### config.mk
export PLATFORM = sky130hd
export DESIGN_NAME = beat_tracker
export DESIGN_NICKNAME = d
export VERILOG_FILES = /design/src/rtl/be_chk_pkg.sv /design/src/rtl/beat_tracker.sv
export SDC_FILE = /design/constraint.sdc
export NUM_CORES = 1
export LEC_CHECK = 0
export BUFFER_PORTS_ARGS = -buffer_cell sky130_fd_sc_hd__clkbuf_2
export CAP_MARGIN = 0
export CORE_AREA = 2 2 52 54
export CTS_CLUSTER_DIAMETER = 80
export CTS_CLUSTER_SIZE = 8
export DETAILED_ROUTE_END_ITERATION = 12
export DIE_AREA = 0 0 54 56
export GPL_TIMING_DRIVEN = 1
export HOLD_SLACK_MARGIN = 0.02
export PLACE_DENSITY = 0.76
export SYNTH_ARGS = -nofsm -noshare
export SYNTH_HDL_FRONTEND = slang
export SYNTH_SLANG_ARGS = --single-unit
### constraint.sdc
create_clock -name clk -period 2.27 [get_ports clk]
set_clock_uncertainty 0.2 [all_clocks]
set_input_delay 0.3405 -clock clk [delete_from_list [all_inputs] [get_ports clk]]
set_output_delay 0.3405 -clock clk [all_outputs]
set_load 0.005 [all_outputs]
### src/rtl/be_chk_pkg.sv
package be_chk_pkg;

    typedef enum logic [1:0] {
        POS_SINGLE = 2'd0,
        POS_FIRST  = 2'd1,
        POS_MID    = 2'd2,
        POS_LAST   = 2'd3
    } beat_pos_e;

endpackage

### src/rtl/beat_tracker.sv
module beat_tracker
    import be_chk_pkg::*;
#(
    parameter int CNT_W = 8
) (
    input  logic             clk,
    input  logic             rst_n,
    input  logic             acc,
    input  logic [CNT_W-1:0] burst_len,
    output beat_pos_e        pos,
    output logic [CNT_W-1:0] beat_idx
);

    localparam logic [CNT_W-1:0] ONE = CNT_W'(1);

    typedef struct packed {
        logic             active;
        logic [CNT_W-1:0] remain;
        logic [CNT_W-1:0] idx;
    } trk_t;

    trk_t trk_d, trk_q;

    always_comb begin
        trk_d = trk_q;
        if (!trk_q.active) begin
            pos = (burst_len <= ONE) ? POS_SINGLE : POS_FIRST;
        end else if (trk_q.remain == ONE) begin
            pos = POS_LAST;
        end else begin
            pos = POS_MID;
        end
        beat_idx = trk_q.active ? trk_q.idx : '0;

        if (acc) begin
            unique case (pos)
                POS_SINGLE: begin
                    trk_d = '0;
                end
                POS_FIRST: begin
                    trk_d.active = 1'b1;
                    trk_d.remain = burst_len - ONE;
                    trk_d.idx    = ONE;
                end
                POS_MID: begin
                    trk_d.remain = trk_q.remain - ONE;
                    trk_d.idx    = trk_q.idx + ONE;
                end
                POS_LAST: begin
                    trk_d = '0;
                end
                default: trk_d = '0;
            endcase
        end
    end

    always_ff @(posedge clk) begin
        if (!rst_n) begin
            trk_q <= '0;
        end else begin
            trk_q <= trk_d;
        end
    end

endmodule

==> impl_metrics.tcl, run 1 <==
set metrics [dict create \
    status "finished, violations left" \
    violations "negative setup slack" \
    worst_slack_ps -32.3 \
    final_max_slew_viol_count 0 \
    finalPower_w 0.000753 \
    gp_congestion 0.886 \
    r2r_slack_ps -10 \
    post-route-period-util_pct 101 \
    cp.arrival_ps 1760 \
    setup_violations 2 \
    wl_per_cell_um 14.1 \
    fin_crit_ps 2300 \
    cp-start-kind "flip-flop" \
    end_kind "primary output" \
    ys_ff_latch 17 \
    grt_use_total_pct 22.0 \
    grt_start_max_net_pins 18 \
    wl_um 3000 \
    fillers 217 \
    min_to "trk_q[13]$_SDFFE_PN0P_" \
    slew-limit-headroom_pct 71.8 \
    hpwl_um 2210 \
    synthCells 147 \
    synth_top_family_by_area "simple AND/OR/NAND/NOR gates" \
    syn_avg_cell_area_um2 8.00 \
    final_nets 201 \
    drv_cap 0 \
    clock_path_buffers 2 \
    regArea_um2 343 \
    synthArstFlopShare_pct 0 \
    power_leakage_nw 0.678 \
    ioPinCount 21 \
    synth.area.mux_share_pct 2.55 \
    worst_slew_pin_slew_ps 419 \
    dr.pass1.iters 5 \
    drt-vias-per-instance 5.63 \
    drt-initial-drc-count 27 \
    ys_warn_count 0 \
    clkTransAtPathRegs_ps 100 \
    num_rows 18 \
    synth-simple-area-share_pct 28.1 \
    antenna_found_initial 0 \
    cts.sinks 17 \
    die_w_um 54 \
    io_buffer_count 20 \
    num_antenna_cells 0 \
    syn_area_um2 1180 \
    timing.rr.start "trk_q[11]$_SDFFE_PN0P_" \
    final_common_cell "clkbuf_2" \
    top_regs "trk_q: 17 flops" \
    irDropWorstVdd_uv 422 \
    cp_max_fo 3 \
    hold_viol 0 \
    synth_fp_nets 165 \
    r2r_cells 8 \
    fmax_ghz 0.434 \
    rr_endpoint "trk_q[0]$_SDFFE_PN0P_" \
    synth-compound-area-share_pct 19.3 \
    synthXorXnorAreaFrac_pct 8.94 \
    top_register "trk_q" \
    ys_types 44 \
    synthAdderAreaFrac_pct 7.45 \
    hold_start "burst_len[5]" \
    cts-root-buf "clkbuf_4" \
    grt-ovfl-total 0 \
    cts_tree "built" \
    largest_reg_flops 17 \
    htree_levels 1 \
    grt_pass1_vias 1136 \
    synth_edf_count 0 \
    die-area_um2 3020 \
    critPathRequiredTime_ps 1730 \
    insertion_delay_ps 300 \
    start_util_pct 48.4 \
    grt_first_pass_wirelength_um 4910 \
    pwr_density_cell_nw_per_um2 503 \
    ant_nets 0 \
    hp-class "input port to flip-flop" \
    die_y_um 56 \
    hold_depth 3 \
    hold_buffers 0 \
    cts_buffers 3 \
    crit_type "flip-flop to primary output" \
    ys.flop_type "dfxtp_1" \
    yosysSeqAreaShare_pct 28.9 \
    multi_input_area_um2 832 \
    layout-drive-gt1-share_pct 31.9 \
    syn2layout_area_growth_pct 27.2 \
    core_um2 2430 \
    vias 1193 \
    final_cell_mix "clkbuf_2, buf_4, nor2_1, dfxtp_1, a21oi_1" \
    route.detailed.drc 0 \
    final_util_pct 61.5 \
    rsz0062_at_grt "yes" \
]
-- synth_stat cells (all sizes together) (2+ instances only) --
cell type | n | share of area, %
dfxtp | 17 | 29
nor2b | 4 | 2.1
inv | 7 | 2.2
clkbuf | 5 | 1.6
mux2i | 3 | 2.6
xnor2 | 3 | 2.2
a211oi | 3 | 1.9
nand3 | 3 | 1.3
a31o | 2 | 1.5
and2 | 8 | 4.3
nand4 | 3 | 1.6
a21o | 2 | 1.4
ha | 7 | 7.4
a31oi | 3 | 2.1
or3 | 2 | 1.1
o21ai | 7 | 3.0
a21oi | 11 | 4.7
nor3 | 4 | 1.7
nand2 | 10 | 3.4
xor2 | 9 | 6.7
nor4 | 2 | 1.6
nor2 | 16 | 5.7
-- through the flow --
| stage | cells | instance area [um2] | hold slack (ps) | setup slack, ps | TNS, ps |
|---|---|---|---|---|---|
| after floorplan | 147 | 1230 | 286 | 19.8 | 0 |
| after detailed placement | 207 | 1450 | 320 | -118 | -187 |
| final | 212 | 1500 | 207 | -32.3 | -47.2 |
| after global placement | 207 | 1450 | 302 | 2.13 | 0 |
| after global routing | 212 | 1500 | 222 | -120 | -307 |
| after CTS | 212 | 1490 | 197 | -32.6 | -32.6 |
-- what timing repair did --
item                                    in CTS  in global routing
pin swaps                                    4                  0
gates resized for setup                      2                  1
setup buffers                                1                  0
endpoints found under the setup margin       2                  6
cloned                                       0                  0
-- routing by layer --
metal  GRT usage, %  vias up  share of wire [%]
met3           5.91        6                3.5
met1           28.1      573                 45
met4           7.50        0                1.4
li1               -      589                  -
met2           34.7       25                 50
met5              0        -                  0
-- cell families (layout without fill, tap and decap cells) --
group / count (synthesis) / after routing
AOI/OAI and AO/OA: 34 / 34
and+or+nand+nor: 60 / 60
buffers and inverters: 14 / 49
DFF: 17 / 17
muxes: 3 / 3
adders and majority gates: 7 / 7
xor gates and xnor gates: 12 / 12
-- power by group --
group	leakage (nW)	total, W	switching [W]	internal (W)
Combinational	0.523	0.000247	0.000133	0.000114
Sequential	0.140	0.000335	0.0000193	0.000316
Clock	0.0150	0.000171	0.000102	0.0000686
Total	0.678	0.000753	0.000254	0.000499
-- worst max-delay path by stage --
stage / endpoint / slack (ps) / from / cells past startpoint
final: pos[0] / -30 / trk_q[11]$_SDFFE_PN0P_ / 6
after global routing: trk_q[0]$_SDFFE_PN0P_ / -120 / trk_q[11]$_SDFFE_PN0P_ / 8
after CTS: pos[0] / -30 / trk_q[11]$_SDFFE_PN0P_ / 6
after detailed placement: trk_q[0]$_SDFFE_PN0P_ / -120 / burst_len[0] / 11
after global placement: trk_q[0]$_SDFFE_PN0P_ / 2 / burst_len[0] / 11
after floorplan: trk_q[15]$_SDFFE_PN0P_ / 20 / trk_q[13]$_SDFFE_PN0P_ / 8
-- critical path, cell delays in order, from the launching register on --
cell and delay (ps):
dfxtp_2 330, or4_4 550, nor3_4 180, a31oi_4 120, buf_4 150, inv_2 30
clkbuf_2 90
-- cell type report --
cell class / count / share of cell area (%)
multi-input cells: 116 / 55.6
flip-flops and latches: 17 / 22.9
repair buffers: 37 / 15.2
well taps: 30 / 2.51
inverters: 8 / 2.01
clock buffers: 4 / 1.76
Note: power is estimated with default switching activity, not from simulation.
==> run 2: changes to the inputs <==
--- a/config.mk
+++ b/config.mk
@@ -7,14 +7,14 @@
 export LEC_CHECK = 0
 export BUFFER_PORTS_ARGS = -buffer_cell sky130_fd_sc_hd__clkbuf_2
 export CAP_MARGIN = 0
-export CORE_AREA = 2 2 52 54
+export CORE_AREA = 2 2 61 63
 export CTS_CLUSTER_DIAMETER = 80
 export CTS_CLUSTER_SIZE = 8
 export DETAILED_ROUTE_END_ITERATION = 12
-export DIE_AREA = 0 0 54 56
+export DIE_AREA = 0 0 63 65
 export GPL_TIMING_DRIVEN = 1
 export HOLD_SLACK_MARGIN = 0.02
-export PLACE_DENSITY = 0.76
+export PLACE_DENSITY = 0.58
 export SYNTH_ARGS = -nofsm -noshare
 export SYNTH_HDL_FRONTEND = slang
 export SYNTH_SLANG_ARGS = --single-unit
==> run 2 against run 1 <==
  * The run still ends with negative setup slack left
  * Die area grew 35%
  * Core utilization decreased by 18 points
  * Sequential share of layout area down 0.42 points
  * Fmax is 0.32% lower
  * Register-to-register slack better by 30 ps
  * Flip-flop and latch count is the same
  * Critical path depth did not move
  * Final area grew 2.3%
  * Clock power barely moved
  * Setup slack got worse by 7.3 ps
  * Highest routed layer unchanged
==> impl_metrics.tcl, run 2 (same netlist as run 1, synthesis figures left out) <==
set metrics [dict create \
    switching_share_pct 33.4 \
    power_leakage_nw 0.694 \
    crit_type "flip-flop to primary output" \
    die_w_um 63 \
    placed_area_um2 1490 \
    ioPinCount 21 \
    vias 1174 \
    top_register "trk_q" \
    cp-start-kind "flip-flop" \
    clock_path_buffers 2 \
    start_util_pct 33.6 \
    num_rows 22 \
    clkTransAtPathRegs_ps 110 \
    setup_violations 1 \
    drt-initial-drc-count 27 \
    wl_per_cell_um 12.9 \
    die_y_um 65 \
    end_kind "primary output" \
    route.detailed.drc 0 \
    cts.sinks 17 \
    final_cell_mix "clkbuf_2, buf_4, nor2_1, dfxtp_1, a21oi_1" \
    hpwl_um 2370 \
    comb_power_share_pct 32.3 \
    final_max_slew_viol_count 0 \
    violations "negative setup slack" \
    cp_max_fo 3 \
    io_buffer_count 20 \
    final_util_pct 43.8 \
    worst_slew_pin_slew_ps 332 \
    top_regs "trk_q: 17 flops" \
    rsz0062_at_grt "yes" \
    die-area_um2 4100 \
    grt_use_total_pct 15.4 \
    syn2layout_area_growth_pct 30.1 \
    p_int_w 0.000499 \
    grt_start_max_net_pins 18 \
    core_um2 3500 \
    gp_congestion 0.791 \
    critPathRequiredTime_ps 1730 \
    cts_tree "built" \
    drt-vias-per-instance 5.04 \
    hold_buffers 0 \
    irDropWorstVdd_uv 299 \
    clkPwrFrac_pct 22.8 \
    num_antenna_cells 0 \
    final_area_um2 1530 \
    seqPwrFrac_pct 44.9 \
    insertion_delay_ps 300 \
    grt_first_pass_wirelength_um 4990 \
    pwr_density_cell_nw_per_um2 490 \
    htree_levels 1 \
    netSwitchingPower_w 0.000250 \
    drv_cap 0 \
    wl_um 3010 \
    largest_reg_flops 17 \
    worst_slack_ps -39.6 \
    layout-drive-gt1-share_pct 33.5 \
    cts-root-buf "clkbuf_4" \
    cp.arrival_ps 1770 \
    slew-limit-headroom_pct 77.9 \
    antenna_found_initial 0 \
    cts_buffers 3 \
    fin_crit_ps 2310 \
    whs_ps 260 \
    grt_pass1_vias 1172 \
    status "finished, violations left" \
    ant_nets 0 \
    hp-class "input port to flip-flop" \
    hold_viol 0 \
    dr.pass1.iters 4 \
    grt-ovfl-total 0 \
    fmax_ghz 0.433 \
    post-route-period-util_pct 102 \
    final_nets 204 \
]
run 2: changes by cell type in the layout (fill, tap and decap cells not counted):
| cell | delta |
|---|---|
| buf_4 | +3 |
| clkinv_2 | +1 |
| a211oi_2 | -1 |
| dfxtp_2 | +1 |
| dfxtp_1 | -1 |
| a31oi_2 | +1 |
| clkbuf_1 | -1 |
| a31oi_4 | -1 |
| a211oi_1 | +1 |
run 2: power by group through the flow:
stage	logic (W)	clock network [W]	registers, W
after floorplan	0.000149	0	0.000343
after global placement	0.000230	0	0.000342
after detailed placement	0.000237	0	0.000343
after CTS	0.000238	0.000177	0.000336
after global routing	0.000269	0.000190	0.000339
final	0.000243	0.000171	0.000337
run 2: routing by layer:
metal / wire [um] / vias to the layer above / track usage [%] / part of all wire (%)
met3: 113 / 4 / 3.13 / 3.8
met4: 25 / 0 / 3.33 / 0.83
met5: 0 / - / 0 / 0
li1: - / 595 / - / -
met1: 1290 / 550 / 16.1 / 43
met2: 1580 / 25 / 31.0 / 53
run 2: through the flow:
step	setup TNS, ps	cells	setup WS (ps)	total power [W]
floorplan	0	147	19.8	0.000491
global placement	-8.44	228	-8.44	0.000572
detailed placement	-79.7	228	-41.5	0.000580
CTS	-58.4	232	-58.4	0.000751
global route	-242	233	-115	0.000799
finish	-39.6	233	-39.6	0.000750
run 2: area by class of cell:
cell class | instances | area [um2]
inverter | 8 | 30.0
sequential | 17 | 344
timing repair buffer | 40 | 250
tap | 48 | 60.1
clock inverter | 1 | 5.00
clock buffer | 3 | 22.5
multi-input combinational | 116 | 818
fill | 366 | 1970
run 2: timing repair:
action | in CTS | in global routing
endpoints found under the hold margin | 0 | 0
pin swaps | 4 | 0
endpoints found under the setup margin | 2 | 4
resized for setup | 2 | 0
buffers inserted | 0 | 1
run 2: worst max-delay path, stage by stage (launching register included):
cell	delay (ps)
dfxtp_2	330
or4_4	540
nor3_4	160
a31oi_2	140
buf_4	160
inv_2	30
clkbuf_2	90
run 2: path summary, 6_finish.rpt:
check | cells past startpoint | to | start | slack [ps]
max | 6 | pos[0] | trk_q[10]$_SDFFE_PN0P_ | -40
min reg2reg | 2 | trk_q[7]$_SDFFE_PN0P_ | trk_q[7]$_SDFFE_PN0P_ | 340
min | 3 | trk_q[13]$_SDFFE_PN0P_ | burst_len[5] | 260
max reg2reg | 8 | trk_q[0]$_SDFFE_PN0P_ | trk_q[10]$_SDFFE_PN0P_ | 20
